==> src/rtl/rmu_pkg.sv <==
// Package: shared helpers for the rank-counter median unit.
// Assumes unsigned samples and an odd window size.
package rmu_pkg;

    // Middle rank of a window of n samples
    function automatic int unsigned mid_rank(input int unsigned n);
        return (n - 1) / 2;
    endfunction

endpackage

==> src/rtl/rmu_compare_row.sv <==
// Module: compares an incoming sample with every stored sample of the
// current window in a single cycle. Only the slots below the write
// position take part. Returns a mask of older samples that are larger
// than the newcomer, and the number of them.
// Assumes: the slots below wr_pos hold the samples of the current window.
module rmu_compare_row #(
    parameter int N_SAMPLES = 9,
    parameter int DATA_W    = 8,
    parameter int POS_W     = 4
) (
    input  logic [DATA_W-1:0] new_data,
    input  logic [POS_W-1:0]  wr_pos,
    input  logic [DATA_W-1:0] samples [N_SAMPLES],
    output logic [N_SAMPLES-1:0] larger_mask,
    output logic [POS_W-1:0]  larger_cnt
);

    // One comparator per slot, gated by slot occupancy
    for (genvar j = 0; j < N_SAMPLES; j++) begin : g_cmp
        assign larger_mask[j] = (POS_W'(j) < wr_pos) && (new_data < samples[j]);
    end

    // Population count of the larger-than mask
    always_comb begin
        larger_cnt = '0;
        for (int j = 0; j < N_SAMPLES; j++) begin
            larger_cnt = larger_cnt + POS_W'(larger_mask[j]);
        end
    end

endmodule

==> src/rtl/rmu_rank_store.sv <==
// Module: holds the samples and rank counters of one window. A write
// stores the sample in slot wr_pos with rank wr_pos - larger_cnt. In the
// same cycle, every older slot flagged in larger_mask has its rank raised
// by one.
// Assumes: larger_mask only flags slots below wr_pos.
module rmu_rank_store #(
    parameter int N_SAMPLES = 9,
    parameter int DATA_W    = 8,
    parameter int POS_W     = 4
) (
    input  logic                 clk,
    input  logic                 rst_n,
    input  logic                 wr_en,
    input  logic [POS_W-1:0]     wr_pos,
    input  logic [DATA_W-1:0]    new_data,
    input  logic [N_SAMPLES-1:0] larger_mask,
    input  logic [POS_W-1:0]     larger_cnt,
    output logic [DATA_W-1:0]    samples [N_SAMPLES],
    output logic [POS_W-1:0]     ranks   [N_SAMPLES]
);

    for (genvar j = 0; j < N_SAMPLES; j++) begin : g_slot
        // Per-slot sample and rank update
        always_ff @(posedge clk) begin
            if (!rst_n) begin
                samples[j] <= '0;
                ranks[j]   <= '0;
            end else if (wr_en && (wr_pos == POS_W'(j))) begin
                samples[j] <= new_data;
                ranks[j]   <= wr_pos - larger_cnt;
            end else if (wr_en && larger_mask[j]) begin
                ranks[j]   <= ranks[j] + 1'b1;
            end
        end

        AST_RANK_RANGE: assert property (@(posedge clk) disable iff (!rst_n)
            ranks[j] < POS_W'(N_SAMPLES));
    end

    AST_NEW_RANK_BOUND: assert property (@(posedge clk) disable iff (!rst_n)
        wr_en |=> ranks[$past(wr_pos)] <= $past(wr_pos));

endmodule

==> src/rtl/rmu_select.sv <==
// Module: picks the stored sample whose rank equals the middle rank.
// Because the ranks of a full window are distinct, the OR of the masked
// samples is the single matching sample.
// Assumes: the ranks form a permutation of 0..N-1 whenever the result is used.
module rmu_select #(
    parameter int N_SAMPLES = 9,
    parameter int DATA_W    = 8,
    parameter int POS_W     = 4
) (
    input  logic [DATA_W-1:0] samples [N_SAMPLES],
    input  logic [POS_W-1:0]  ranks   [N_SAMPLES],
    output logic [N_SAMPLES-1:0] hit,
    output logic [DATA_W-1:0] median
);

    localparam int unsigned MID = rmu_pkg::mid_rank(N_SAMPLES);

    for (genvar j = 0; j < N_SAMPLES; j++) begin : g_hit
        assign hit[j] = (ranks[j] == POS_W'(MID));
    end

    // OR-reduce the samples gated by their match bit
    always_comb begin
        median = '0;
        for (int j = 0; j < N_SAMPLES; j++) begin
            median = median | (samples[j] & {DATA_W{hit[j]}});
        end
    end

endmodule

==> src/rtl/rank_median_unit.sv <==
// Module: streaming median of N samples, using one rank counter per
// stored sample. It tracks the write position, applies the start marker,
// and raises the result pulse one cycle after the last sample.
// Assumes: N_SAMPLES is odd and at least 3; samples are unsigned.
module rank_median_unit #(
    parameter int N_SAMPLES = 9,
    parameter int DATA_W    = 8
) (
    input  logic              clk,
    input  logic              rst_n,
    input  logic              in_valid,
    input  logic              in_first,
    input  logic [DATA_W-1:0] in_data,
    output logic              out_valid,
    output logic [DATA_W-1:0] out_median
);

    localparam int POS_W = $clog2(N_SAMPLES);
    localparam logic [POS_W-1:0] LAST_POS = POS_W'(N_SAMPLES - 1);

    logic [POS_W-1:0]     pos_q;
    logic [POS_W-1:0]     wr_pos;
    logic [DATA_W-1:0]    samples [N_SAMPLES];
    logic [POS_W-1:0]     ranks   [N_SAMPLES];
    logic [N_SAMPLES-1:0] larger_mask;
    logic [POS_W-1:0]     larger_cnt;
    logic [N_SAMPLES-1:0] hit;
    logic                 done_q;

    // Start marker forces the write position back to slot 0
    assign wr_pos = in_first ? '0 : pos_q;

    // Write position: advance per accepted sample, wrap after the last slot
    always_ff @(posedge clk) begin
        if (!rst_n) begin
            pos_q <= '0;
        end else if (in_valid) begin
            pos_q <= (wr_pos == LAST_POS) ? '0 : wr_pos + 1'b1;
        end
    end

    // Result pulse: the cycle after the last slot is written
    always_ff @(posedge clk) begin
        if (!rst_n) begin
            done_q <= 1'b0;
        end else begin
            done_q <= in_valid && (wr_pos == LAST_POS);
        end
    end

    rmu_compare_row #(
        .N_SAMPLES(N_SAMPLES), .DATA_W(DATA_W), .POS_W(POS_W)
    ) u_cmp (
        .new_data   (in_data),
        .wr_pos     (wr_pos),
        .samples    (samples),
        .larger_mask(larger_mask),
        .larger_cnt (larger_cnt)
    );

    rmu_rank_store #(
        .N_SAMPLES(N_SAMPLES), .DATA_W(DATA_W), .POS_W(POS_W)
    ) u_store (
        .clk        (clk),
        .rst_n      (rst_n),
        .wr_en      (in_valid),
        .wr_pos     (wr_pos),
        .new_data   (in_data),
        .larger_mask(larger_mask),
        .larger_cnt (larger_cnt),
        .samples    (samples),
        .ranks      (ranks)
    );

    rmu_select #(
        .N_SAMPLES(N_SAMPLES), .DATA_W(DATA_W), .POS_W(POS_W)
    ) u_sel (
        .samples(samples),
        .ranks  (ranks),
        .hit    (hit),
        .median (out_median)
    );

    assign out_valid = done_q;

    AST_ONE_MATCH: assert property (@(posedge clk) disable iff (!rst_n)
        out_valid |-> $countones(hit) == 1);
    AST_SINGLE_PULSE: assert property (@(posedge clk) disable iff (!rst_n)
        out_valid |=> !out_valid);
    AST_PULSE_CAUSE: assert property (@(posedge clk) disable iff (!rst_n)
        out_valid |-> $past(in_valid));
    AST_POS_RANGE: assert property (@(posedge clk) disable iff (!rst_n)
        pos_q <= LAST_POS);
    AST_IDLE_HOLD: assert property (@(posedge clk) disable iff (!rst_n)
        !in_valid |=> $stable(pos_q));

endmodule

==> config.mk <==
export PLATFORM = sky130hd
export DESIGN_NAME = rank_median_unit
export DESIGN_NICKNAME = d
export VERILOG_FILES = /design/src/rtl/rmu_pkg.sv /design/src/rtl/rmu_compare_row.sv /design/src/rtl/rmu_rank_store.sv /design/src/rtl/rmu_select.sv /design/src/rtl/rank_median_unit.sv
export SDC_FILE = /design/constraint.sdc
export NUM_CORES = 1
export LEC_CHECK = 0
export BUFFER_PORTS_ARGS = -buffer_cell sky130_fd_sc_hd__buf_2
export CAP_MARGIN = 40
export CORE_ASPECT_RATIO = 1.5
export CORE_MARGIN = 4
export CORE_UTILIZATION = 57
export CTS_CLUSTER_DIAMETER = 50
export DETAILED_ROUTE_END_ITERATION = 12
export PLACE_DENSITY = 0.76
export SLEW_MARGIN = 10
export SYNTH_ARGS = -nofsm -noshare
export SYNTH_HDL_FRONTEND = slang
export SYNTH_HIERARCHICAL = 1
export SYNTH_SLANG_ARGS = --single-unit
==> constraint.sdc <==
create_clock -name clk -period 5.4 [get_ports clk]
set_clock_uncertainty 0.2 [all_clocks]
set_input_delay 0.54 -clock clk [delete_from_list [all_inputs] [get_ports clk]]
set_output_delay 0.54 -clock clk [all_outputs]
set_load 0.02 [all_outputs]
==> results.txt <==
Outcome: finished clean
Flop2flop setup slack: 0.26 ns
H-tree levels: 4
Fin crit period: 5.14 ns
CORE AREA: 13000 µm²
First-pass GRT wire length: 32.8 mm
Chip Height: 148 µm
Post-place setup slack: -0.348 ns
Mapped Nets: 1012
Initial antenna violation count: 0
Final-report max-slew violation count: 0
Iter 0 DRT Violations: 499
WL/cell: 18.5 µm
CP Class: reg -> reg
Final setup violation count: 0
Post-DR vias/cell: 6.03
Worst Slack Setup Final: 0.256 ns
Fillcell total: 1092
Clock sink count: 113
PwrDens: 260 nW/µm²
Ys async rst share: 0%
Placement Rows: 51
IO buf count: 20
WP data required: 5.51 ns
P_leak: 3.43 nW
Vias in the first global route: 6349
Worst Tran Pin Value: 0.835 ns
Synth Instances: 917
Clock slew at reported path FFs: 0.06 ns
Synth top area cells: dfxtp_1 (30%), ha_1 (13%), nand2_1 (11%)
Root Buffer: clkbuf_16
RSZ-0062 raised after global routing: no
Most common cell after layout, fill and taps aside: nand2_1
Final Wtd Congestion: 0.947
Drt pass-1 iters: 6
Period utilisation layout: 95.3%
DP HPWL: 14.7 mm
Fraction of layout cells with a size suffix above 1: 13.0%
Nets: 1046
Number of flops mapped to enable cells by yosys: 0
R2r startpoint: u_store/samples[66]
Avg Cell Area, Syn: 8.16 µm²
I/O pins: 21
Setup crit end kind: register
#FFs+latches synth: 113
R2R depth: 24
CTS Hold Bufs: 0
Mapped Area: 7480 µm²
Total Die Area: 15100 µm²
Max IR drop VDD: 0.156 mV
Commonest cells after routing, fill and taps aside: nand2_1 (223), dfxtp_1 (106), inv_1 (76), ha_1 (76), a21boi_0 (62)
Vias: 6768
Total gr overflow: 0
Die W: 102 µm
Slew headroom: 44.0%
Final hold vios: 0
Hold WC Path Type: in -> reg
DRT antenna net count: 0
Final wirelength: 20.8 mm
Crit path arrival time: 5.25 ns
Worst-case clock buffer depth: 2
Worst skew pair latency: 0.42 ns
Hold Path Cell Cnt: 3
Num CTS Buffers: 17
Fmax: 0.194 GHz
Pin count of the biggest net entering global routing: 79
Hold path start: in_data[6]
YS warnings: 6
Starting Density: 57.7%
Worst r2r dst: u_store/ranks[35]
Synth Flop Type: dfxtp_1
CP max FO: 4
Power, Total: 0.00221 W
DRC violations left: 0
Layout area overhead: 13.7%
Diodes inserted: 0
CTS tree: yes
Leading area contributor after synthesis: dfxtp_1
Hold WS: 0.247 ns
Post-synthesis sequential area ratio: 30.2%
Synth top area share: 30.2%
Min-Delay Endpoint: u_store/samples[70]
Startpoint types: register
Max_cap viols: 0
Gr usage total: 28.1%
Synth cell types: 56
Util after Layout: 65.6%
-- cell usage after synthesis, drive strengths merged, types with 2 or more instances --
cell type  number
a22oi           8
nor3b           6
nand2         223
ha             77
a2111oi         4
nand2b          5
o211a          19
nor4b           9
o221ai          2
a21boi         73
nand3          52
o21ai          12
xnor2          11
o221a           2
dfxtp         113
nor3            9
a221oi         10
and4            2
clkbuf         24
buf            18
inv            78
a222oi          8
o31a            3
o21a            4
nor2           25
o22ai           9
a21oi          21
or3             4
o21bai          5
nand4          12
a22o            8
and2b           3
nor2b           7
fa              6
and3b           2
a21o            4
xor2           20
and3           11
-- layer usage --
layer  GRT usage (%)  share of wire (%)  vias up
li1                -                  -     3258
met5               0                  0        -
met4            16.2                5.5        0
met3            4.55                4.8       77
met1            33.9                 40     3214
met2            46.7                 50      219
-- worst max-delay path by stage --
stage / from / endpoint / slack [ns] / depth (start not counted)
floorplan: in_first / u_store/ranks[35] / 0.17 / 21
global placement: in_data[5] / u_store/ranks[2] / -0.26 / 19
detailed placement: in_data[5] / u_store/ranks[6] / -0.35 / 19
CTS: u_store/samples[45] / u_store/ranks[35] / 0.08 / 23
global route: u_store/samples[57] / u_store/ranks[35] / 0.009 / 24
finish: u_store/samples[66] / u_store/ranks[35] / 0.26 / 24
-- flip-flops by register name (all words and copies together), names as in the netlist --
signal,flops
u_store/ranks,36
pos_q,4
u_store/samples,72
out_valid,1
-- logic make-up (layout without fill, tap and decap cells) --
kind of cell | count (synthesis) | after routing | share of synthesized area, %
AOI/OAI and AO/OA | 195 | 195 | 19.9
xor gates and xnor gates | 31 | 31 | 3.63
adders and majority gates | 83 | 83 | 14.5
buffers and inverters | 120 | 167 | 6.42
DFF | 113 | 113 | 30.2
and+or+nand+nor | 375 | 375 | 25.3
-- layout make-up --
| type | count | area [µm²] | share of cell area [%] |
|---|---|---|---|
| flip-flops and latches | 113 | 2270 | 26.7 |
| clock inverters | 10 | 134 | 1.57 |
| inverters | 78 | 293 | 3.44 |
| well taps | 159 | 199 | 2.34 |
| clock buffers | 22 | 464 | 5.46 |
| multi-input cells | 684 | 4760 | 56.0 |
| repair buffers | 57 | 378 | 4.44 |
-- critical path, stage by stage, from the launching register on --
cell     delay, ns
dfxtp_2       0.34
inv_1         0.05
ha_1          0.26
o21ai_0       0.09
a21oi_1       0.13
nor3_1        0.06
buf_4         0.14
o31a_1        0.30
fa_1          0.48
inv_1         0.05
fa_1          0.47
inv_1         0.05
fa_1          0.47
inv_1         0.05
fa_2          0.34
inv_2         0.07
fa_1          0.42
inv_2         0.08
buf_4         0.10
ha_1          0.21
nand2_1       0.06
o21ai_1       0.07
xnor2_1       0.26
buf_4         0.20
o22ai_1       0.08
-- per-stage QoR --
step | std cells | TNS [ns] | cell area [µm²]
final | 1123 | 0 | 8500
after global routing | 1123 | 0 | 8500
after CTS | 1122 | 0 | 8470
after detailed placement | 1090 | -5.09 | 7860
after global placement | 1090 | -3.82 | 7860
after floorplan | 917 | 0 | 7480
-- what timing repair did --
action / 4_1_cts / 5_1_grt
pin swaps: 0 / 3
hold endpoints to repair: 0 / 0
resized for setup: 3 / 12
buffers inserted: 0 / 1
setup endpoints to repair: 18 / 9
-- where the power goes --
part           internal, W  switching, W
Clock             0.000746      0.000402
Sequential        0.000846     0.0000130
Combinational    0.0000812      0.000127
Total              0.00167      0.000542
(Power assumes the default switching activity.)
